[config.mk]
export PLATFORM = sky130hd
export DESIGN_NAME = spi_stream_master
export DESIGN_NICKNAME = d
export VERILOG_FILES = /design/src/rtl/spim_pkg.sv /design/src/rtl/spim_bitrev.sv /design/src/rtl/spim_clkdiv.sv /design/src/rtl/spim_shifter.sv /design/src/rtl/spi_stream_master.sv
export SDC_FILE = /design/constraint.sdc
export NUM_CORES = 1
export LEC_CHECK = 0
export BUFFER_PORTS_ARGS = -buffer_cell sky130_fd_sc_hd__buf_4
export CAP_MARGIN = 20
export CORE_AREA = 2 2 80 82
export DETAILED_ROUTE_END_ITERATION = 16
export DIE_AREA = 0 0 82 84
export PLACE_DENSITY_LB_ADDON = 0.12
export SYNTH_ARGS = -nofsm -noshare
export SYNTH_HDL_FRONTEND = slang
export SYNTH_SLANG_ARGS = --single-unit
[constraint.sdc]
create_clock -name clk -period 3.7 [get_ports clk]
set_input_delay 0.74 -clock clk [delete_from_list [all_inputs] [get_ports clk]]
set_output_delay 0.74 -clock clk [all_outputs]
set_load 0.01 [all_outputs]
[src/rtl/spim_pkg.sv]
package spim_pkg;
  typedef enum logic [1:0] {
    ST_IDLE  = 2'd0,
    ST_SETUP = 2'd1,
    ST_SHIFT = 2'd2,
    ST_GAP   = 2'd3
  } spim_state_e;
endpackage

[src/rtl/spim_bitrev.sv]
module spim_bitrev #(
  parameter int W = 8
) (
  input  logic [W-1:0] din,
  output logic [W-1:0] dout
);
  for (genvar i = 0; i < W; i++) begin : g_rev
    assign dout[i] = din[W-1-i];
  end
endmodule

[src/rtl/spim_clkdiv.sv]
module spim_clkdiv #(
  parameter int DIVW = 8
) (
  input  logic            clk,
  input  logic            rst_n,
  input  logic            run,
  input  logic [DIVW-1:0] half,
  output logic            tick
);
  logic [DIVW-1:0] cnt;
  logic [DIVW-1:0] lim;

  assign lim  = (half == '0) ? '0 : half - 1'b1;
  assign tick = run && (cnt == lim);

  always_ff @(posedge clk) begin
    if (!rst_n)            cnt <= '0;
    else if (!run || tick) cnt <= '0;
    else                   cnt <= cnt + 1'b1;
  end

  // with a half-period above one clock, ticks never fall on adjacent cycles
  a_r6_tick_spacing: assert property (@(posedge clk) disable iff (!rst_n)
    (tick && run && lim != '0) |=> !tick);
endmodule

[src/rtl/spim_shifter.sv]
module spim_shifter #(
  parameter int W = 8
) (
  input  logic         clk,
  input  logic         rst_n,
  input  logic         load,
  input  logic [W-1:0] load_word,
  input  logic         cpha,
  input  logic         edge_en,
  input  logic         miso,
  output logic         mosi,
  output logic         last_edge,
  output logic [W-1:0] rx_word
);
  localparam int CW = $clog2(2 * W);
  localparam logic [CW-1:0] LAST_E = CW'(2 * W - 1);

  logic [W-1:0]  txsh, rxsh;
  logic [CW-1:0] ecnt;
  logic          mosi_q;
  logic          lead, drive, samp;

  assign lead      = ~ecnt[0];
  assign drive     = cpha ? lead : (!lead && ecnt != LAST_E);
  assign samp      = cpha ? !lead : lead;
  assign last_edge = edge_en && (ecnt == LAST_E);
  assign rx_word   = (edge_en && samp) ? {rxsh[W-2:0], miso} : rxsh;
  assign mosi      = mosi_q;

  always_ff @(posedge clk) begin
    if (!rst_n) begin
      txsh   <= '0;
      rxsh   <= '0;
      ecnt   <= '0;
      mosi_q <= 1'b0;
    end else if (load) begin
      txsh   <= cpha ? load_word : {load_word[W-2:0], 1'b0};
      mosi_q <= cpha ? 1'b0 : load_word[W-1];
      ecnt   <= '0;
    end else if (edge_en) begin
      if (drive) begin
        mosi_q <= txsh[W-1];
        txsh   <= {txsh[W-2:0], 1'b0};
      end
      if (samp) rxsh <= {rxsh[W-2:0], miso};
      ecnt <= ecnt + 1'b1;
    end
  end

  // a reload never coincides with a serial clock edge
  a_r4_load_apart: assert property (@(posedge clk) disable iff (!rst_n)
    load |-> !edge_en);
endmodule

[src/rtl/spi_stream_master.sv]
module spi_stream_master
  import spim_pkg::*;
#(
  parameter int W    = 8,
  parameter int DIVW = 8,
  parameter int SETW = 4
) (
  input  logic            clk,
  input  logic            rst_n,
  input  logic            cfg_cpol,
  input  logic            cfg_cpha,
  input  logic            cfg_lsb_first,
  input  logic [DIVW-1:0] cfg_half_div,
  input  logic [SETW-1:0] cfg_setup_halves,
  input  logic            in_valid,
  output logic            in_ready,
  input  logic [W-1:0]    in_data,
  input  logic            in_last,
  output logic            out_valid,
  output logic [W-1:0]    out_data,
  output logic            busy,
  output logic            sclk,
  output logic            cs_n,
  output logic            mosi,
  input  logic            miso
);
  spim_state_e     state;
  logic            cpha_q, lsb_q, last_q;
  logic [DIVW-1:0] half_q;
  logic [SETW-1:0] scnt;
  logic            sclk_q, cs_n_q, ov_q;
  logic [W-1:0]    od_q;

  logic            accept, run, tick, edge_en, last_edge;
  logic            cpha_sel, lsb_sel;
  logic [W-1:0]    tx_rev, tx_word, rx_word, rx_rev;

  assign in_ready  = (state == ST_IDLE) || (state == ST_GAP);
  assign accept    = in_valid && in_ready;
  assign cpha_sel  = (state == ST_IDLE) ? cfg_cpha : cpha_q;
  assign lsb_sel   = (state == ST_IDLE) ? cfg_lsb_first : lsb_q;
  assign tx_word   = lsb_sel ? tx_rev : in_data;
  assign run       = (state == ST_SETUP) || (state == ST_SHIFT);
  assign edge_en   = tick && (state == ST_SHIFT);

  assign busy      = (state != ST_IDLE);
  assign sclk      = sclk_q;
  assign cs_n      = cs_n_q;
  assign out_valid = ov_q;
  assign out_data  = od_q;

  spim_bitrev #(.W(W)) u_txrev (.din(in_data), .dout(tx_rev));
  spim_bitrev #(.W(W)) u_rxrev (.din(rx_word), .dout(rx_rev));

  spim_clkdiv #(.DIVW(DIVW)) u_div (
    .clk(clk), .rst_n(rst_n), .run(run), .half(half_q), .tick(tick)
  );

  spim_shifter #(.W(W)) u_sh (
    .clk(clk), .rst_n(rst_n), .load(accept), .load_word(tx_word),
    .cpha(cpha_sel), .edge_en(edge_en), .miso(miso), .mosi(mosi),
    .last_edge(last_edge), .rx_word(rx_word)
  );

  always_ff @(posedge clk) begin
    if (!rst_n) begin
      state  <= ST_IDLE;
      cpha_q <= 1'b0;
      lsb_q  <= 1'b0;
      last_q <= 1'b1;
      half_q <= '0;
      scnt   <= '0;
      sclk_q <= cfg_cpol;
      cs_n_q <= 1'b1;
      ov_q   <= 1'b0;
      od_q   <= '0;
    end else begin
      ov_q <= 1'b0;
      unique case (state)
        ST_IDLE: begin
          sclk_q <= cfg_cpol;
          if (accept) begin
            cpha_q <= cfg_cpha;
            lsb_q  <= cfg_lsb_first;
            half_q <= cfg_half_div;
            last_q <= in_last;
            cs_n_q <= 1'b0;
            scnt   <= cfg_setup_halves;
            state  <= (cfg_setup_halves == '0) ? ST_SHIFT : ST_SETUP;
          end
        end
        ST_SETUP: begin
          if (tick) begin
            scnt <= scnt - 1'b1;
            if (scnt == SETW'(1)) state <= ST_SHIFT;
          end
        end
        ST_SHIFT: begin
          if (tick) begin
            sclk_q <= ~sclk_q;
            if (last_edge) begin
              ov_q  <= 1'b1;
              od_q  <= lsb_q ? rx_rev : rx_word;
              if (last_q) begin
                cs_n_q <= 1'b1;
                state  <= ST_IDLE;
              end else begin
                state  <= ST_GAP;
              end
            end
          end
        end
        ST_GAP: begin
          if (accept) begin
            last_q <= in_last;
            state  <= ST_SHIFT;
          end
        end
        default: state <= ST_IDLE;
      endcase
    end
  end

  // rest level follows the polarity input while deselected
  a_r1_idle_level: assert property (@(posedge clk) disable iff (!rst_n)
    (cs_n_q && $past(cs_n_q)) |-> (sclk_q == $past(cfg_cpol)));

  // phase-0 first bit is on MOSI in the cycle select falls
  a_r2_first_bit: assert property (@(posedge clk) disable iff (!rst_n)
    ($fell(cs_n_q) && !cpha_q) |->
      (mosi == ($past(cfg_lsb_first) ? $past(in_data[0]) : $past(in_data[W-1]))));

  // a non-final word keeps select low when it completes
  a_r8_burst_hold: assert property (@(posedge clk) disable iff (!rst_n)
    (ov_q && !last_q) |-> !cs_n_q);

  // busy tracks select
  a_r9_busy_select: assert property (@(posedge clk) disable iff (!rst_n)
    busy == !cs_n_q);

  // completion pulse lasts one cycle
  a_r10_single_pulse: assert property (@(posedge clk) disable iff (!rst_n)
    ov_q |=> !ov_q);

  // select rises together with the completion pulse
  a_r11_release: assert property (@(posedge clk) disable iff (!rst_n)
    $rose(cs_n_q) |-> ov_q);
endmodule

## Word level (Yosys, flattened, before mapping)

Index checks and enable logic that the tools add are counted.

- Output and inout bits: 14
- Input port bits: 28
- Logic and storage cells: 107
- Bits in registers: 57

- Mux-type cells: 37
- Reductions and logical operators: 31
- Bitwise logic cells: 4
- Equal/unequal tests: 16
- Add/sub/neg operators: 4

Operators by type and width:

| kind | number |
|---|---|
| $mux W8 | 8 |
| $mux W2 | 8 |
| $mux W1 | 15 |
| $ne A2 B2 Y1 const B | 6 |
| $reduce_and A3 Y1 | 4 |
| $reduce_bool A2 Y1 | 5 |
| $add A8 B1 Y8 const B | 1 |
| $eq A8 B8 Y1 | 1 |
| $logic_not A8 Y1 | 1 |
| $mux W4 | 2 |
| $pmux W2 S4 | 1 |
| $pmux W4 S2 | 1 |
| $reduce_and A2 Y1 | 4 |
| $sub A8 B1 Y8 const B | 1 |
| $logic_and A1 B1 Y1 | 6 |
| $reduce_and A6 Y1 | 1 |
| $reduce_or A2 Y1 | 3 |
| $reduce_and A5 Y1 | 1 |
| $add A4 B1 Y4 const B | 1 |
| $eq A2 B2 Y1 const B | 2 |
| $eq A4 B1 Y1 const B | 1 |
| $eq A4 B4 Y1 const B | 1 |
| $logic_not A4 Y1 | 1 |
| $ne A4 B4 Y1 const B | 1 |
| 10 further kinds | 16 |

## Longest topological paths before layout

- Depth in word-level cells: 9
- Depth in mapped cells: 11
- Mapped depth without buffers: 9

## By module

Synthesis repeated with hierarchy kept, for this count alone.

- Cells, all modules: 409
- Area, all modules: 3616.0 um^2

By module, submodules not included:

| module | cells each | area each (um^2) | instances |
|---|---|---|---|
| spi_stream_master | 177 | 1596.5 | 1 |
| spim_shifter | 121 | 1159.9 | 1 |
| spim_clkdiv | 95 | 739.5 | 1 |
| spim_bitrev | 8 | 60.1 | 2 |

## Worst setup path after synthesis

OpenSTA, ideal clock, no wires.

- Kind: register -> register
- Start: reg half_q[0]
- End: reg od_q[7], in the netlist out_data[7]
- Data arrival time: 2.909 ns
- Required time: 3.583 ns
- Cell stages (with the launch flop): 11
- Path buffers: 1
- Clock period less this slack: 3.026 ns
- Setup time: 0.117 ns
- Path slack: 0.674 ns
- Cells stage by stage: dfxtp_1 inv_1 ha_1 or4b_1 or4_1 o211ai_1 o221a_2 and3_1 buf_4 mux4_2 a22o_1

- Longest elaborated chain between the ends: 8

RTL lines:

| item | line | RTL |
|---|---|---|
| start, declared | spi_stream_master.sv:29 | `logic [DIVW-1:0] half_q;` |
| start signal, assigned | spi_stream_master.sv:85 | `half_q <= cfg_half_div;` |
| $sub A8 B1 Y8 / $logic_not A8 Y1 (equally long branches) | spim_clkdiv.sv:13 | `assign lim = (half == '0) ? '0 : half - 1'b1;` |
| $mux W8 (*) | spim_clkdiv.sv:13 |  |
| $eq A8 B8 Y1 (*) | spim_clkdiv.sv:14 | `assign tick = run && (cnt == lim);` |
| $logic_and A1 B1 Y1 (*) | spim_clkdiv.sv:14 |  |
| $logic_and A1 B1 Y1 | spi_stream_master.sv:44 | `assign edge_en = tick && (state == ST_SHIFT);` |
| $logic_and A1 B1 Y1 | spim_shifter.sv:27 | `assign rx_word = (edge_en && samp) ? {rxsh[W-2:0], miso} : rxsh;` |
| $mux W8 | spim_shifter.sv:27 |  |
| $mux W8 | spi_stream_master.sv:103 | `od_q <= lsb_q ? rx_rev : rx_word;` |
| end signal, assigned | spi_stream_master.sv:103 |  |
| end, declared | spi_stream_master.sv:32 | `logic [W-1:0] od_q;` |

Every way passes the cells marked *; elsewhere a longest branch is shown, timed or not.
A chain may end at the register's enable or synchronous reset.

## Worst setup path after layout

- Start: reg half_q[0]
- End: reg od_q[5], in the netlist out_data[5]

The elaborated chain is that of the path after synthesis.

==> run_results.csv <==
group,metric,value,unit
run_status,status,"complete, no violations",
setup_path,endpoint_kind,"flop",
floorplanning,io_pins,42,
setup_path,crit_type,"reg2reg",
yosys,synth_cells,388,
routing,vias,2932,
yosys,synth_top_family_by_area,"simple AND/OR/NAND/NOR gates",
cells_and_area,nNetsFinal,464,
floorplanning,die_width,82,um
yosys,synth-xor-area-share,3.38,%
setup_path,cp.required,3.93,ns
placement,gp_congestion,0.852,
yosys,synth-async-reset-ratio,0,%
cells_and_area,antenna_cells,0,
yosys,synth_warnings,0,
global_routing,grt-ovfl-total,0,
clock_tree,clk_latency,0.34,ns
placement,port_buffers,41,
timing,worst_pin_slew,0.584,ns
power,p_per_area,576,mW/mm^2
setup_path,cp_max_fo,14,
timing,drv_slew,0,
timing,period_share,91.2,%
timing,max_slew_margin,60.5,%
timing,layout_setup_ws,0.324,ns
floorplanning,fp.dieArea,0.00689,sq mm
timing,fin_crit,3.38,ns
yosys,synth-seq-area-share,34.2,%
timing,fin_tns_setup,0,ns
yosys,netlist_area,0.00337,sq mm
clock_tree,htree_levels,3,
floorplanning,rows,29,
clock_tree,clockBufferDepth,2,
yosys,synthMuxAreaShare,13.3,%
yosys,synth.avg_cell_area,8.68,sq um
routing,drt_iter0_drc,138,
yosys,synthAdderAreaFrac,3.34,%
cells_and_area,final_common_cell,"dfxtp_1",
yosys,synth_compound_area_share,16.2,%
cells_and_area,drive_gt1_share,19.2,%
global_routing,antenna_found_initial,0,
timing,rsz0062_at_grt,"no",
min_path,worstHoldPathType,"reg2reg",
clock_tree,cts.sinks,57,
routing,ant_nets,0,
yosys,yosys.area_share.simple,24.3,%
yosys,synth-edff-count,1,
setup_path,arrival,3.61,ns
global_routing,grt_pass1_wl,12400,um
run,drv_cap,0,
yosys,synth-seq-cells,57,
cells_and_area,final_cell_mix,"dfxtp_1, nand2_1, buf_4",
routing,dr.pass1.iters,4,
yosys,synthFlopType,"dfxtp_1",
timing,fin_worst_skew,0.0137,ns
floorplanning,core_area,0.00610,sq mm
routing,wl_per_cell,14.1,um
placement,dpl_worst_slack,0.321,ns
clock_tree,clk_pin_slew_worst_paths,0.07,ns
cells_and_area,syn2layout_area_growth,17.6,%
timing,hold_viol_final,0,
power,peakVddDrop,0.000445,V
routing,routed_wirelength,7160,um
clock_tree,cts_resized,0,
global_routing,grt_max_degree,25,
floorplanning,die_h,84,um
power,cellLeakagePower,1.64,nW
yosys,netlist-cell-type-count,59,
floorplanning,start_util,55.3,%
clock_tree,ctsHoldBuffers,0,
placement,dp_hpwl,5220,um
global_routing,grt_usage,22.8,%
timing,timing.fmax,0.296,GHz
clock_tree,cts_tree,"yes",
clock_tree,cts_setup_buffers,0,
routing,drc_errors,0,
routing,viasPerCell,5.76,
clock_tree,cts_buffers,9,
clock_tree,root_buffer,"clkbuf_8",
timing,setup_viol,0,
setup_path,cp-start-kind,"flop",
yosys,syn-num-nets,425,
cells_and_area,fillers,542,
global_routing,grt_pass1_vias,2810,
-- area by class of cell --
class | count | area, sq um | area share, %
clock buffers | 13 | 180 | 4.55
multi-input cells | 293 | 2040 | 51.4
flip-flops and latches | 57 | 1150 | 29.0
clock inverters | 3 | 68.8 | 1.74
well taps | 77 | 96.3 | 2.43
inverters | 18 | 67.6 | 1.71
repair buffers | 48 | 360 | 9.09
-- critical path, stage by stage, from the launching register on --
cell and delay, ns:
dfxtp_1 0.34, inv_1 0.08, ha_1 0.28, nor4b_1 0.53, a211oi_1 0.18, o211ai_2 0.35
and4_1 0.33, and3_1 0.17, buf_4 0.24, mux4_2 0.53, a22o_1 0.21
-- flip-flops by register name (all words and copies together) (netlist names) --
register   cells
out_data       8
lsb_q          1
cs_n           1
u_sh.rxsh      8
out_valid      1
cpha_q         1
u_sh.txsh      8
u_sh.ecnt      4
u_sh.mosi      1
state          2
sclk           1
u_div.cnt      8
last_q         1
half_q         8
scnt           4
-- kinds of logic after synthesis --
group | Yosys count
xor gates and xnor gates | 13
adders and majority gates | 9
and+or+nand+nor | 156
DFF | 57
muxes | 37
buffers and inverters | 38
AOI/OAI and AO/OA | 78
-- Yosys cell counts, drive strengths merged (2+ instances only) --
master	instances	share of area (%)
ha	9	3.3
nand3b	2	0.45
nand4	2	0.82
dfxtp	56	33
inv	18	2.0
nor4	2	0.37
nor3b	2	0.45
or4	8	1.8
a211oi	6	1.3
nand2b	5	0.93
a31oi	4	0.74
or3	7	1.4
and3	6	1.1
or4b	2	0.59
buf	7	1.9
nor2b	5	0.93
a32o	3	0.93
nor4b	2	0.97
o2111ai	3	0.78
clkbuf	13	1.4
nor3	5	0.89
and2	2	0.37
mux4	6	4.0
nand3	17	2.9
nor2	34	3.8
a41oi	3	0.78
mux2i	28	8.3
o211ai	7	1.7
nand2	52	5.8
o21ai	17	2.5
a22o	8	2.1
mux2	3	1.0
xnor2	3	0.78
a21oi	18	2.8
xor2	10	2.6
-- through the flow --
stage	hold slack [ns]	instance area, sq um	std cells	power (mW)	util [%]
final	0.465	3960	509	2.28	65.0
after global routing	0.474	3960	509	2.42	65.0
after CTS	0.462	3960	509	2.29	65.0
after detailed placement	0.452	3710	493	1.57	60.9
after global placement	0.445	3710	493	1.55	60.9
after floorplan	0.436	3370	388	1.39	-
-- final timing paths --
path                       to  slack (ns)  cells past startpoint       from
hold reg to reg        cpha_q        0.47                      2     cpha_q
setup / recovery  out_data[5]        0.32                     10  half_q[0]
setup reg to reg  out_data[5]        0.32                     10  half_q[0]
hold / removal         cpha_q        0.47                      2     cpha_q
-- where the power goes --
| group | total, mW | internal [mW] | switching (mW) |
|---|---|---|---|
| registers | 0.753 | 0.682 | 0.0711 |
| clock network | 0.715 | 0.459 | 0.256 |
| logic | 0.816 | 0.344 | 0.471 |
-- per-layer routing --
metal	share of wire [%]	wire length [um]	track usage, %
met1	47	3400	29.9
met2	46	3320	36.0
met3	4.0	287	3.46
met4	2.1	153	11.1
met5	0	0	0
Power figures use the tool's default switching activity.
